## config.mk

```make
export PLATFORM = sky130hd
export DESIGN_NAME = qdac_regif
export DESIGN_NICKNAME = d
export VERILOG_FILES = /design/src/rtl/qdac_pkg.sv /design/src/rtl/qdac_rst_sync.sv /design/src/rtl/qdac_decode.sv /design/src/rtl/qdac_chan.sv /design/src/rtl/qdac_regif.sv
export SDC_FILE = /design/constraint.sdc
export NUM_CORES = 1
export LEC_CHECK = 0
export ABC_AREA = 1
export CAP_MARGIN = 20
export CORE_MARGIN = 2
export CORE_UTILIZATION = 65
export CTS_CLUSTER_DIAMETER = 40
export CTS_CLUSTER_SIZE = 24
export DETAILED_ROUTE_END_ITERATION = 10
export DONT_BUFFER_PORTS = 1
export PLACE_DENSITY = 0.87
export SKIP_LAST_GASP = 1
export SLEW_MARGIN = 15
export SYNTH_ARGS = -nofsm -noshare
export SYNTH_HDL_FRONTEND = slang
export SYNTH_SLANG_ARGS = --single-unit
```

## constraint.sdc

```tcl
create_clock -name clk -period 5.86 [get_ports clk]
set_clock_uncertainty 0.2 [all_clocks]
set_input_delay 0 -clock clk [delete_from_list [all_inputs] [get_ports clk]]
set_output_delay 0 -clock clk [all_outputs]
set_load 0.03 [all_outputs]
```

## src/rtl/qdac_pkg.sv

```systemverilog
package qdac_pkg;

  typedef enum logic [2:0] {
    OP_IDLE,
    OP_WR_THRU,
    OP_WR_STAGE,
    OP_RD,
    OP_RD_LOAD,
    OP_LOAD_ALL
  } op_e;

  function automatic op_e classify(input logic sel_n, input logic rd_wr, input logic ld_n);
    op_e op;
    if (!sel_n) begin
      if (!rd_wr) op = ld_n ? OP_WR_STAGE : OP_WR_THRU;
      else        op = ld_n ? OP_RD : OP_RD_LOAD;
    end else begin
      op = ld_n ? OP_IDLE : OP_LOAD_ALL;
    end
    return op;
  endfunction

endpackage

```

## src/rtl/qdac_rst_sync.sv

```systemverilog
module qdac_rst_sync #(
  parameter int STAGES = 2
) (
  input  logic clk,
  input  logic rst_n,
  output logic rst_q
);
  logic [STAGES-1:0] shreg;

  always_ff @(posedge clk or negedge rst_n) begin
    if (!rst_n) shreg <= '0;
    else        shreg <= {shreg[STAGES-2:0], 1'b1};
  end

  assign rst_q = shreg[STAGES-1];
endmodule

```

## src/rtl/qdac_decode.sv

```systemverilog
module qdac_decode
  import qdac_pkg::*;
#(
  parameter int NCH = 4,
  localparam int AW = $clog2(NCH)
) (
  input  logic          sel_n,
  input  logic          rd_wr,
  input  logic          ld_n,
  input  logic [AW-1:0] addr,
  output logic [NCH-1:0] stage_we,
  output logic [NCH-1:0] live_we,
  output logic          rd_en
);
  op_e  op;
  logic wr_any, thru, global_ld;

  always_comb begin
    op        = classify(sel_n, rd_wr, ld_n);
    wr_any    = (op == OP_WR_THRU) || (op == OP_WR_STAGE);
    thru      = (op == OP_WR_THRU);
    global_ld = (op == OP_LOAD_ALL) || (op == OP_RD_LOAD);
    rd_en     = (op == OP_RD) || (op == OP_RD_LOAD);
  end

  for (genvar i = 0; i < NCH; i++) begin : g_en
    assign stage_we[i] = wr_any && (addr == AW'(i));
    assign live_we[i]  = global_ld || (thru && (addr == AW'(i)));
  end
endmodule

```

## src/rtl/qdac_chan.sv

```systemverilog
module qdac_chan #(
  parameter int         DW       = 12,
  parameter logic [11:0] RST_CODE = 12'h800
) (
  input  logic          clk,
  input  logic          rst_q,
  input  logic          stage_we,
  input  logic          live_we,
  input  logic [DW-1:0] din,
  output logic [DW-1:0] stage_q,
  output logic [DW-1:0] live_q
);
  localparam logic [DW-1:0] RCODE = DW'(RST_CODE);
  logic [DW-1:0] live_d;

  assign live_d = stage_we ? din : stage_q;

  always_ff @(posedge clk or negedge rst_q) begin
    if (!rst_q) begin
      stage_q <= RCODE;
      live_q  <= RCODE;
    end else begin
      if (stage_we) stage_q <= din;
      if (live_we)  live_q  <= live_d;
    end
  end


  write_thru_chk: assert property (@(posedge clk) disable iff (!rst_q)
    (stage_we && live_we) |=> (live_q == stage_q));


  stage_only_chk: assert property (@(posedge clk) disable iff (!rst_q)
    (stage_we && !live_we) |=> $stable(live_q));


  global_copy_chk: assert property (@(posedge clk) disable iff (!rst_q)
    (live_we && !stage_we) |=> (live_q == $past(stage_q)));


  stage_hold_chk: assert property (@(posedge clk) disable iff (!rst_q)
    !stage_we |=> $stable(stage_q));


  reset_code_chk: assert property (@(posedge clk)
    $rose(rst_q) |-> (stage_q == RCODE && live_q == RCODE));
endmodule

```

## src/rtl/qdac_regif.sv

```systemverilog
module qdac_regif #(
  parameter int NCH       = 4,
  parameter int DW        = 12,
  parameter bit MIDSCALE  = 1'b1,
  localparam int AW       = $clog2(NCH)
) (
  input  logic            clk,
  input  logic            rst_n,
  input  logic            sel_n,
  input  logic            rd_wr,
  input  logic            ld_n,
  input  logic [AW-1:0]   addr,
  input  logic [DW-1:0]   din,
  output logic [DW-1:0]   dout,
  output logic            dout_oe,
  output logic [NCH*DW-1:0] out_codes
);
  localparam logic [11:0] RST_CODE = MIDSCALE ? 12'h800 : 12'h000;

  logic            rst_q;
  logic [NCH-1:0]  stage_we, live_we;
  logic            rd_en;
  logic [DW-1:0]   stage_arr [NCH];

  qdac_rst_sync #(.STAGES(2)) u_rsync (
    .clk(clk), .rst_n(rst_n), .rst_q(rst_q)
  );

  qdac_decode #(.NCH(NCH)) u_dec (
    .sel_n(sel_n), .rd_wr(rd_wr), .ld_n(ld_n), .addr(addr),
    .stage_we(stage_we), .live_we(live_we), .rd_en(rd_en)
  );

  for (genvar i = 0; i < NCH; i++) begin : g_ch
    qdac_chan #(.DW(DW), .RST_CODE(RST_CODE)) u_ch (
      .clk(clk), .rst_q(rst_q),
      .stage_we(stage_we[i]), .live_we(live_we[i]), .din(din),
      .stage_q(stage_arr[i]), .live_q(out_codes[i*DW +: DW])
    );
  end

  assign dout_oe = rd_en;
  assign dout    = rd_en ? stage_arr[addr] : '0;


  oe_only_read_chk: assert property (@(posedge clk) disable iff (!rst_q)
    dout_oe |-> (!sel_n && rd_wr));


  quiet_bus_chk: assert property (@(posedge clk) disable iff (!rst_q)
    !(!sel_n && rd_wr) |-> (dout == '0));


  idle_hold_chk: assert property (@(posedge clk) disable iff (!rst_q)
    (sel_n && ld_n) |=> $stable(out_codes));
endmodule

```

---- Word level (Yosys, flattened, before mapping) ----
Index checks and enable logic that the tools add are counted.
storage, ports and cells
  input bits .............................. 19
  flip-flop bits (word level) ............. 98
operators by class
  mux-type cells .......................... 13
  order comparisons ....................... 1
  bitwise gates (word level) .............. 1
  reductions and logical operators ........ 16
  eq/ne operators ......................... 8
operators with widths
  kind                  number
  $mux W12              7
  $bmux W12 S2          1
  $mux W3               4
  $logic_and A1 B1 Y1   8
  $logic_or A1 B1 Y1    7
  $eq A3 B2 Y1 const B  2
  $eq A3 B3 Y1 const B  2
  $eq A2 B2 Y1 const B  2
  $eq A3 B1 Y1 const B  1
  $ge A3 B3 Y1 const B  1
  $not A2 Y3            1
  $eq A2 B1 Y1 const B  1
  $logic_not A2 Y1      1
  $mux W2               1

---- Depth between registers and ports, before layout ----
  depth after elaboration ................. 7
  depth in mapped cells ................... 12
  mapped depth without buffers ............ 11

---- Modules after synthesis ----
From an unflattened synthesis, not the netlist that was laid out.
second synthesis, totals
  cells, all modules ...................... 677
  area total of the unflattened synthesis .. 5,113.7 um^2
by module, submodules not included
  module         cells an instance  instances  area an instance (um^2)  seq. area each (um^2)
  qdac_chan      126                4          1,051.0                  603.1
  qdac_regif     143                1          710.7                    0.0
  qdac_decode    27                 1          145.1                    0.0
  qdac_rst_sync  3                  1          53.8                     50.0

---- Worst setup path before layout ----
Ideal clock, no wire load.
  path kind ............................... input to output
  start point ............................. in ld_n
  end point ............................... out dout[10]
  required time ........................... 5.660 ns
  setup slack ............................. 4.216 ns
  path buffers ............................ 1
  cell stages on the path ................. 9
  data arrival time ....................... 1.444 ns
  cells stage by stage .................... inv_1 ha_1 inv_1 nor2_1 nand3_1 nand2_1 clkbuf_1 nand2_1 inv_1
on the way
  word-level cells in the longest chain between the ends .. 6
ends and longest elaborated chain
  element                                              RTL line                        source
  from (decl)                                          qdac_regif.sv:11                input logic ld_n,
  $mux W2 / $mux W3 (equally long branches)            qdac_pkg.sv:15, qdac_pkg.sv:16
  $mux W3                                              qdac_pkg.sv:15                  if (!rd_wr) op = ld_n ? OP_WR_STAGE : OP_WR_THRU;
  $mux W3 (*)                                          qdac_pkg.sv:14                  if (!sel_n) begin
  $eq A3 B2 Y1 / $eq A3 B3 Y1 (equally long branches)  qdac_decode.sv:23               rd_en = (op == OP_RD) || (op == OP_RD_LOAD);
  $logic_or A1 B1 Y1 (*)                               qdac_decode.sv:23
  named net dout_oe                                    qdac_regif.sv:15                output logic dout_oe,
  $mux W12 (*)                                         qdac_regif.sv:43                assign dout = rd_en ? stage_arr[addr] : '0;
  to (decl)                                            qdac_regif.sv:14                output logic [DW-1:0] dout,
The timed path passes the listed nets; every way through them passes the cells marked *.

---- Worst setup path after layout ----
  start point ............................. in addr[0]
  end point ............................... reg g_ch[1].u_ch.live_q[8]
on the way
  word-level cells in the longest chain between the ends .. 3
ends and longest elaborated chain
  element                                                RTL line                              source
  from (decl)                                            qdac_regif.sv:12                      input logic [AW-1:0] addr,
  $eq A2 B1 Y1 (*)                                       qdac_decode.sv:27, qdac_decode.sv:28
  $logic_and A1 B1 Y1 (on tied branches)                 qdac_decode.sv:27, qdac_decode.sv:28
  $mux W12 / $logic_or A1 B1 Y1 (equally long branches)  n/a
  to (signal assigned)                                   qdac_chan.sv:24                       if (live_we) live_q <= live_d;
  to (decl)                                              qdac_chan.sv:11                       output logic [DW-1:0] live_q
Mark *: on every way between the ends. The rest lies on a longest branch, timed or not.
A chain may end at the register's enable or synchronous reset.

==> results_dict.tcl <==
set metrics [dict create \
    worst_ep_arrival_time_ps 2510 \
    drc 0 \
    port_buffers 0 \
    rsz0062_at_grt "no" \
    avgSynthCellArea_um2 7.995 \
    min_period_ps 2463 \
    final_nets 609 \
    clk_pin_slew_ps 90 \
    relSlewSlack_pct 32.16 \
    yosysTopAreaCellShare_pct 48.40 \
    vias 3828 \
    synthArstFlopShare_pct 100.0 \
    worst-setup-path-type "input pin to flip-flop" \
    area_growth_pct 7.798 \
    antenna_found_initial 0 \
    drv_cap 0 \
    ys.flop_type "dfrtp_1" \
    end_kind "flip-flop" \
    worstPathMaxFanout 19 \
    rows 30 \
    cts_sinks 98 \
    cts_root_buf "clkbuf_8" \
    syn-instance-count 582 \
    synth_edf_count 0 \
    setup_viol 0 \
    fin_crit_sh_pct 42.03 \
    ys_types 18 \
    gp_congestion 0.9370 \
    max-vdd-ir-drop_uv 269.2 \
    clockBufferDepth 2 \
    antennaDiodeCount 0 \
    worst_slew_pin_slew_ps 1016 \
    first_pass_iters 5 \
    die_h_um 88.61 \
    grt_pass1_vias 3605 \
    hold_path.class "flip-flop to async pin" \
    wl_um 10560 \
    whs_ps 42.02 \
    syn_area_um2 4653 \
    drt_iter0_drc 249 \
    synth_most_common_cell "nand2_1" \
    cts_buffers 9 \
    crit_path_max_incr_delay_ps 870 \
    grt-ovfl-total 0 \
    synth_nets 602 \
    pin_count 80 \
    status "complete, no violations" \
    fp.dieW_um 88.61 \
    cts_resized 0 \
    drive_gt1_share_pct 5.059 \
    pre_cts_slack_ps 3414 \
    ys_seq_elements 98 \
    die_area_um2 7852 \
    drtAntennaViolNets 0 \
    h-tree-depth 3 \
    yosysSeqAreaShare_pct 52.92 \
    hold_viol 0 \
    power_density_nw_per_um2 376.0 \
    gr-usage-all-layers_pct 29.01 \
    finalMaxSlewViolations 0 \
    grt_pass1_wl_um 17310 \
    via_per_inst 5.556 \
    yosysWarnings 0 \
    cp-start-kind "input pin" \
    start_util_pct 67.74 \
    p_leak_nw 2.650 \
    yosysTopAreaCell "dfrtp_1" \
    clock_latency_ps 360 \
    ys_top_cells_by_area "dfrtp_1, nand2_1, nand3_1" \
    required_ps 5910 \
    fmaxAchievable_mhz 406.1 \
    core_area_um2 6869 \
    crit_chain "dlygate4sd3_1 > inv_1 > nor2_2 > dlygate4sd3_1 > nand3_1 > nand3_1 > nand2_1" \
    slowest_stage "dlygate4sd3_1" \
    setup_ws_ps 3397 \
    hpwlAfterDp_um 7182 \
    cts_tree "done" \
    fin_setup_tns_ps 0 \
    grt_max_degree 69 \
    netlist_top_cells_count "nand2_1, nand3_1, dfrtp_1, inv_1, and2_1" \
    finalPower_mw 1.886 \
    drt-wirelength-per-cell_um 15.32 \
]
## path summary, 6_finish.rpt
kind	startpoint	endpoint	slack, ps	depth (start not counted)
max in group asynchronous	u_rsync.shreg[1]	g_ch[2].u_ch.stage_q[10]	4240	1
min in group clk	u_rsync.shreg[0]	u_rsync.shreg[1]	160	0
setup / recovery	addr[0]	g_ch[1].u_ch.live_q[8]	3400	7
setup reg to reg	u_rsync.shreg[1]	g_ch[2].u_ch.stage_q[10]	4240	1
hold / removal	u_rsync.shreg[1]	g_ch[1].u_ch.live_q[4]	40	0
hold reg to reg	u_rsync.shreg[1]	g_ch[1].u_ch.live_q[4]	40	0
## cells by family after synthesis
family                   share of synthesized area (%)
adder cells (fa/ha/maj)                         0.2688
other                                          0.08059
AO/OA/AOI/OAI                                    2.366
buffers and inverters                            9.922
flip-flops                                       52.92
AND/OR/NAND/NOR                                  34.44
## registers in the layout, indices dropped and copies added (netlist names)
name / flops
u_rsync.shreg: 2
g_ch.u_ch.stage_q: 48
g_ch.u_ch.live_q: 48
## routing by layer
layer  wire length (um)  global-route usage [%]  vias up  part of all wire, %
li1                   -                       -     1814                    -
met1               4611                   43.06     1772                   44
met2               4739                   42.72      215                   45
met3                943                   5.037       27                  8.9
met4                262                   11.71        0                  2.5
met5                  0                       0        -                    0
## report_power, final
group | internal, mW | total, mW | switching (mW)
clock network | 0.174 | 0.395 | 0.221
registers | 0.850 | 1.11 | 0.261
logic | 0.145 | 0.380 | 0.235
total | 1.17 | 1.89 | 0.717
## through the flow
| step | instance area (um2) | utilization [%] | std cells |
|---|---|---|---|
| after floorplan | 4653 | - | 582 |
| after global placement | 4646 | 67.63 | 654 |
| after detailed placement | 4646 | 67.63 | 654 |
| after CTS | 5016 | 73.02 | 689 |
| after global routing | 5016 | 73.02 | 689 |
| final | 5016 | 73.02 | 689 |
## worst max-delay path, delay by kind of cell
family                 cells  cell delay, ps
and+or+nand+nor            4             970
buffers and inverters      3            1530
## layout by cell type (no fill, tap or decap), types with 2 or more instances in the layout
master and count:
dlygate4sd3_1 20, buf_4 2, inv_1 82, clkinv_2 3
dfstp_2 8, inv_2 2, nand4_1 2, and2_1 48
clkbuf_8 11, nand3_1 98, nor2_1 2, nor2_2 2
nand2_1 206, dfrtp_1 89, o2111ai_1 12
## area by class of cell
class	count	area, um2
inverters	84	315.3
repair buffers	22	215.2
clock inverters	3	15.01
fillers	522	1853
multi-input cells	374	1729
clock buffers	12	155.1
well taps	96	120.1
flip-flops and latches	98	2466
## timing repair
item,CTS,global route
buffers inserted,0,0
hold buffers,20,0
hold endpoints to repair,98,0
No activity file was read; power rests on OpenSTA's default activity.
